### src/rtl/irq_route_pkg.sv
package irq_route_pkg;
    localparam int ENT_W = 64;
    localparam int VEC_W = 8;

    // routing entry field positions
    localparam int DM_LSB    = 8;
    localparam int DMODE_BIT = 11;
    localparam int TRIG_BIT  = 15;
    localparam int MASK_BIT  = 16;
    localparam int DEST_LSB  = 48;

    // message layout
    localparam logic [31:0] MSG_BASE      = 32'hFEE0_0000;
    localparam int          ADDR_DEST_LSB = 12;
    localparam int          ADDR_DMODE    = 2;
    localparam int          DATA_DM_LSB   = 8;
    localparam int          DATA_TRIG     = 15;
    localparam logic [2:0]  DM_EXTERNAL   = 3'b111;

    typedef enum logic {
        ST_SCAN = 1'b0,
        ST_SEND = 1'b1
    } eng_state_t;
endpackage

### src/rtl/irq_pend_track.sv
module irq_pend_track #(
    parameter int NPINS = 24
) (
    input  logic             clk,
    input  logic             rst_n,
    input  logic [NPINS-1:0] lines,
    input  logic [NPINS-1:0] lvl_mode,
    input  logic [NPINS-1:0] masked,
    input  logic [NPINS-1:0] edge_clr,
    output logic [NPINS-1:0] pend
);
    logic [NPINS-1:0] lines_q;
    logic [NPINS-1:0] rise;

    assign rise = lines & ~lines_q & ~masked;   // masked edges dropped

    always_ff @(posedge clk) begin
        if (!rst_n) begin
            lines_q <= '0;
            pend    <= '0;
        end else begin
            lines_q <= lines;
            // level follows input, R3 edge cleared on grant (new edge wins)
            pend <= (lvl_mode & lines) |
                    (~lvl_mode & ((pend & ~edge_clr) | rise));
        end
    end
endmodule

### src/rtl/irq_rirr_track.sv
module irq_rirr_track #(
    parameter int NPINS = 24,
    parameter int VEC_W = 8
) (
    input  logic                   clk,
    input  logic                   rst_n,
    input  logic [NPINS-1:0]       lvl_mode,
    input  logic [NPINS*VEC_W-1:0] vec_flat,
    input  logic                   eoi_valid,
    input  logic [VEC_W-1:0]       eoi_vec,
    input  logic [NPINS-1:0]       rirr_set,
    output logic [NPINS-1:0]       rirr
);
    logic [NPINS-1:0] eoi_hit;

    generate
        for (genvar g = 0; g < NPINS; g++) begin : g_match
            assign eoi_hit[g] = eoi_valid && (vec_flat[g*VEC_W +: VEC_W] == eoi_vec);
        end
    endgenerate

    always_ff @(posedge clk) begin
        if (!rst_n) begin
            rirr <= '0;
        end else begin
            // clear on matching EOI, R4 set on grant, R3 never for edge
            rirr <= lvl_mode & ((rirr & ~eoi_hit) | rirr_set);
        end
    end
endmodule

### src/rtl/irq_pick.sv
module irq_pick #(
    parameter int NPINS = 24,
    localparam int IDXW = (NPINS > 1) ? $clog2(NPINS) : 1
) (
    input  logic [NPINS-1:0] req,
    output logic             found,
    output logic [IDXW-1:0]  idx
);
    // lowest index wins
    always_comb begin
        found = 1'b0;
        idx   = '0;
        for (int i = NPINS - 1; i >= 0; i--) begin
            if (req[i]) begin
                found = 1'b1;
                idx   = IDXW'(i);
            end
        end
    end
endmodule

### src/rtl/irq_msg_fmt.sv
module irq_msg_fmt
    import irq_route_pkg::*;
(
    input  logic [VEC_W-1:0] vec,
    input  logic [2:0]       dm,
    input  logic             dmode,
    input  logic             trig,
    input  logic [15:0]      dest,
    input  logic [VEC_W-1:0] ext_vec,
    output logic [31:0]      addr,
    output logic [31:0]      data
);
    logic [VEC_W-1:0] eff_vec;

    assign eff_vec = (dm == DM_EXTERNAL) ? ext_vec : vec;
    assign addr = MSG_BASE | ({16'h0, dest} << ADDR_DEST_LSB)
                           | (32'(dmode) << ADDR_DMODE);
    assign data = 32'(eff_vec) | (32'(dm) << DATA_DM_LSB)
                               | (32'(trig) << DATA_TRIG);
endmodule

### src/rtl/irq_route_engine.sv
module irq_route_engine
    import irq_route_pkg::*;
#(
    parameter int NPINS = 24
) (
    input  logic                   clk,
    input  logic                   rst_n,
    input  logic [NPINS-1:0]       irq_in,
    input  logic [NPINS*ENT_W-1:0] route_tbl,
    input  logic [VEC_W-1:0]       ext_vector,
    input  logic                   eoi_valid,
    input  logic [VEC_W-1:0]       eoi_vector,
    output logic                   msg_valid,
    input  logic                   msg_ready,
    output logic [31:0]            msg_addr,
    output logic [31:0]            msg_data,
    output logic [NPINS-1:0]       pending,
    output logic [NPINS-1:0]       remote_irr
);
    localparam int IDXW = (NPINS > 1) ? $clog2(NPINS) : 1;

    logic [NPINS-1:0]       lvl_mode;
    logic [NPINS-1:0]       masked;
    logic [NPINS*VEC_W-1:0] vec_flat;
    logic [NPINS-1:0]       eligible;
    logic [NPINS-1:0]       gnt_vec;
    logic [NPINS-1:0]       edge_clr;
    logic [NPINS-1:0]       rirr_set;
    logic                   found;
    logic [IDXW-1:0]        sel_idx;
    logic                   gnt;
    logic [31:0]            fmt_addr;
    logic [31:0]            fmt_data;
    logic                   unused_tbl;
    eng_state_t             state_q;
    eng_state_t             state_d;

    assign unused_tbl = ^route_tbl;

    generate
        for (genvar g = 0; g < NPINS; g++) begin : g_decode
            assign lvl_mode[g]                = route_tbl[g*ENT_W + TRIG_BIT];
            assign masked[g]                  = route_tbl[g*ENT_W + MASK_BIT];
            assign vec_flat[g*VEC_W +: VEC_W] = route_tbl[g*ENT_W +: VEC_W];
        end
    endgenerate

    irq_pend_track #(.NPINS(NPINS)) u_pend (
        .clk      (clk),
        .rst_n    (rst_n),
        .lines    (irq_in),
        .lvl_mode (lvl_mode),
        .masked   (masked),
        .edge_clr (edge_clr),
        .pend     (pending)
    );

    irq_rirr_track #(.NPINS(NPINS), .VEC_W(VEC_W)) u_rirr (
        .clk       (clk),
        .rst_n     (rst_n),
        .lvl_mode  (lvl_mode),
        .vec_flat  (vec_flat),
        .eoi_valid (eoi_valid),
        .eoi_vec   (eoi_vector),
        .rirr_set  (rirr_set),
        .rirr      (remote_irr)
    );

    // unmasked, pending, and for level lines no remote IRR
    assign eligible = pending & ~masked & (~lvl_mode | ~remote_irr);

    irq_pick #(.NPINS(NPINS)) u_pick (
        .req   (eligible),
        .found (found),
        .idx   (sel_idx)
    );

    irq_msg_fmt u_fmt (
        .vec     (route_tbl[sel_idx*ENT_W +: VEC_W]),
        .dm      (route_tbl[sel_idx*ENT_W + DM_LSB +: 3]),
        .dmode   (route_tbl[sel_idx*ENT_W + DMODE_BIT]),
        .trig    (route_tbl[sel_idx*ENT_W + TRIG_BIT]),
        .dest    (route_tbl[sel_idx*ENT_W + DEST_LSB +: 16]),
        .ext_vec (ext_vector),
        .addr    (fmt_addr),
        .data    (fmt_data)
    );

    assign gnt      = (state_q == ST_SCAN) && found;
    assign gnt_vec  = gnt ? (NPINS'(1) << sel_idx) : '0;
    assign edge_clr = gnt_vec & ~lvl_mode;
    assign rirr_set = gnt_vec & lvl_mode;

    // next-state logic: grant / idle / accept / stall
    always_comb begin
        state_d = state_q;
        unique case (state_q)
            ST_SCAN: if (found)     state_d = ST_SEND;
            ST_SEND: if (msg_ready) state_d = ST_SCAN;
            default:                state_d = ST_SCAN;
        endcase
    end

    always_ff @(posedge clk) begin
        if (!rst_n) state_q <= ST_SCAN;
        else        state_q <= state_d;
    end

    // output registers, loaded only on a grant (R9 hold)
    always_ff @(posedge clk) begin
        if (!rst_n) begin
            msg_addr <= '0;
            msg_data <= '0;
        end else if (gnt) begin
            msg_addr <= fmt_addr;
            msg_data <= fmt_data;
        end
    end

    assign msg_valid = (state_q == ST_SEND);
endmodule

### config.mk
export PLATFORM = sky130hd
export DESIGN_NAME = irq_route_engine
export DESIGN_NICKNAME = d
export VERILOG_FILES = /design/src/rtl/irq_route_pkg.sv /design/src/rtl/irq_pend_track.sv /design/src/rtl/irq_rirr_track.sv /design/src/rtl/irq_pick.sv /design/src/rtl/irq_msg_fmt.sv /design/src/rtl/irq_route_engine.sv
export SDC_FILE = /design/constraint.sdc
export NUM_CORES = 1
export LEC_CHECK = 0
export BUFFER_PORTS_ARGS = -buffer_cell sky130_fd_sc_hd__clkbuf_2
export CAP_MARGIN = 20
export CORE_AREA = 2 2 664 666
export DETAILED_ROUTE_END_ITERATION = 7
export DIE_AREA = 0 0 666 668
export PLACE_DENSITY = 0.3
export REMOVE_ABC_BUFFERS = 1
export SYNTH_ARGS = -nofsm -noshare
export SYNTH_HDL_FRONTEND = slang
export SYNTH_SLANG_ARGS = --single-unit
### constraint.sdc
create_clock -name clk -period 3.33 [get_ports clk]
set_input_delay 0.333 -clock clk [delete_from_list [all_inputs] [get_ports clk]]
set_output_delay 0.333 -clock clk [all_outputs]
set_load 0.03 [all_outputs]
==> impl_metrics.toml <==
[route]
drc = 0
postRouteWirelength_mm = 208
num_vias = 18700
drt_iter0_markers = 1055
dr.pass1.iters = 5
ant_nets = 0
wl_per_cell_um = 24.2
via_per_inst = 2.19

[global_route]
grt_busiest_layer = "met2"
grt_pass1_vias = 18400
grt_pass1_wl_mm = 245
grt-ovfl-total = 0
grt_use_met1_pct = 8.37
grtUsageTotal_pct = 8.96
grtUsageMet2_pct = 17.3
met3_usage_pct = 4.02
antenna_found_initial = 294
grt_max_degree = 40

[sta]
whs_ns = 0.0456
report.final.slew_viol_count = 0
max_freq_mhz = 265
finalHoldViolCount = 0
final.setup.worst_slack_ns = -0.440
finalWorstPathRequiredPeriod_ns = 3.77
skew_ns = 0.0565
fin_crit_sh_pct = 113
slew_headroom_pct = 28.9
rsz0062_at_grt = "yes"
finalSetupViolCount = 23
worstMarginPinSlew_ns = 1.07

[logic_synthesis]
yosys.area.top_type = "dfxtp_1"
yosys.area.top_type_share_pct = 15.7
synth-seq-area-share_pct = 15.7
synth.distinct_cells = 87
ys_warn_count = 0
netlist_area_um2 = 12400
synthTopCellsByCount = "nand2_1 (419), xor2_1 (147), nand3_1 (146), dfxtp_1 (97), nor2_1 (69)"
syn_inst = 1792
ys.flop_type = "dfxtp_1"
yosysMostFrequentCell = "nand2_1"
synth_edf_count = 0
async_reset_ff_share_pct = 0
syn_area_per_cell_um2 = 6.91
synth-seq-cells = 97
synthTopCellsByArea = "dfxtp_1 (16%), nand2_1 (13%), xor2_1 (10%), nand3_1 (5.9%), xnor2_1 (3.2%)"

[floorplanning]
die_width_um = 666
dieHeight_um = 668
fp-row-count = 243
io_pins = 1693
coreArea_um2 = 437000
start_util_pct = 2.83
die-area_um2 = 445000

[critical_path]
critical_path.top_delay_family = "compound AO/OA/AOI/OAI gates"
end_kind = "flop"
required_ns = 3.72
slowest_stage = "a221o_2"
timing.critical_path.fanout_max = 6
cp_num_buf_inv = 7
startpoint_type = "flop"
ff2ff_path_depth = 18
critical_path_class = "reg -> reg"
max_stage_delay_ns = 0.43
crit_top_cell = "buf_12"
cp.depth = 18
crit_chain = "nor2b_4 -> a221oi_4 -> o211ai_1 -> clkbuf_16 -> a2111o_1 -> buf_6 -> buf_6 -> a21oi_4 -> nor2_4 -> buf_12 -> buf_12 -> a221o_2 -> o21ai_4 -> nor3_4 -> buf_12 -> buf_8 -> a311o_1 -> o211ai_2"
cp.arrival_ns = 4.17

[power]
power.total_mw = 10.8
worst_ir_drop_vdd_uv = 283
p_leak_nw = 10.3
powerDensity_nw_per_um2 = 382

[place]
place_ws_ns = -1.31
io_buffers = 701
hpwl_mm = 186
gp_congestion = 0.826

[final_layout]
fill_cells = 51900
fin_nets = 4346
drive_gt1_share_pct = 49.8
area_growth_pct = 127

[clock_tree]
cts_root_buffer = "clkbuf_16"
clockBufferDepth = 2
hold_buffers = 0
htree_levels = 3
tritoncts = "yes"
path_clk_slew_ns = 0.14
cts_buffers = 9
clock_sinks = 97
clock_latency_ns = 0.52

[hold_path]
min_path_cells = 2
hp-class = "in -> reg"

[outcome]
violations = "setup timing"
status = "finished with violations"

[run]
maxCapViolCount = 0
## cells by family (layout without fill, tap and decap cells)
family / Yosys count / after routing / share of synthesized area, %
and+or+nand+nor: 846 / 846 / 32.3
AOI/OAI and AO/OA: 408 / 408 / 25.2
xor gates and xnor gates: 192 / 192 / 13.6
buffers and inverters: 187 / 1136 / 7.90
DFF: 97 / 97 / 15.7
muxes: 61 / 61 / 5.23
other: 1 / 75 / 0.0303
## registers in the layout, summed over array words and instances, names as in the netlist
name	cells
u_pend.lines_q	24
msg_addr	12
msg_valid	1
msg_data	12
u_rirr.rirr	24
u_pend.pend	24
## where the power goes
group,switching (mW),leakage (nW),internal (mW),total (mW)
Combinational,4.61,9.32,3.27,7.88
Sequential,0.115,0.801,1.29,1.41
Clock,0.918,0.152,0.549,1.47
## metal layers
| layer | routed length [um] | part of all wire, % |
|---|---|---|
| met5 | 625 | 0.30 |
| met4 | 8560 | 4.1 |
| met3 | 20700 | 10 |
| met2 | 111000 | 53 |
| met1 | 67200 | 32 |
## worst reg2reg max path, delay by kind of cell (launching register included)
kind            cells  cell delay [ns]
buf+inv             7             0.98
flops               1             0.33
compound gates      8             2.09
simple gates        3             0.28
## cell type report
| type | count | area, um^2 | area share, % |
|---|---|---|---|
| Multi-Input combinational cell | 1538 | 10600 | 37.8 |
| Timing Repair Buffer | 1114 | 7920 | 28.2 |
| Tap cell | 5757 | 7200 | 25.6 |
| Sequential cell | 97 | 1950 | 6.91 |
| Clock buffer | 9 | 225 | 0.800 |
| Antenna cell | 44 | 110 | 0.391 |
| Clock inverter | 7 | 86.3 | 0.307 |
| Inverter | 6 | 22.5 | 0.0800 |
## final timing paths
path	start	end	slack, ns
hold reg to reg	msg_data[8]	msg_data[8]	0.47
setup reg to reg	u_pend.pend[22]	msg_data[5]	-0.44
setup / recovery	u_pend.pend[22]	msg_data[5]	-0.44
hold / removal	irq_in[0]	u_pend.lines_q[0]	0.05
## through the flow
stage	area [um^2]	TNS, ns	utilization [%]	instances
3_3_place_gp	25300	-18.74	5.78	8424
2_1_floorplan	11500	-145.98	-	1641
4_1_cts	27000	-9.95	6.18	8484
6_report	28100	-6.62	6.44	8572
3_5_place_dp	25300	-18.21	5.78	8424
5_1_grt	28100	-9.49	6.42	8552
## cells in the final DEF (no fill, tap or decap), types with 9 or more instances in the layout
master | Yosys | routed
a211oi_1 | 21 | 12
a21boi_0 | 38 | 27
a21boi_1 | 2 | 10
a21oi_1 | 62 | 39
a21oi_2 | 2 | 21
a221o_1 | 13 | 12
a221oi_1 | 14 | 11
a2bb2oi_1 | 9 | 9
a311o_1 | 21 | 19
a311oi_2 | 0 | 19
and2_1 | 32 | 30
and3_1 | 49 | 32
and3_4 | 1 | 18
buf_12 | 0 | 50
buf_16 | 0 | 17
buf_4 | 47 | 295
buf_6 | 5 | 31
buf_8 | 0 | 12
clkbuf_16 | 0 | 17
clkbuf_2 | 0 | 700
conb_1 | 1 | 31
dfxtp_1 | 97 | 94
diode_2 | 0 | 44
mux2_2 | 26 | 25
mux2i_1 | 34 | 32
nand2_1 | 419 | 382
nand2_2 | 5 | 29
nand2_4 | 0 | 10
nand3_1 | 146 | 141
nand3b_1 | 24 | 24
nand4_1 | 27 | 27
nor2_1 | 69 | 65
nor2b_1 | 13 | 9
nor4_1 | 28 | 25
o211ai_1 | 13 | 13
o21ai_0 | 58 | 52
o41ai_1 | 17 | 17
xnor2_1 | 45 | 45
xor2_1 | 147 | 147
## what timing repair did
| action | in CTS | in global routing |
|---|---|---|
| setup buffers | 32 | 43 |
| endpoints found under the setup margin | 35 | 33 |
| cloned | 14 | 7 |
| resized for setup | 180 | 147 |
| pin swaps | 45 | 83 |
(Power assumes the default switching activity.)
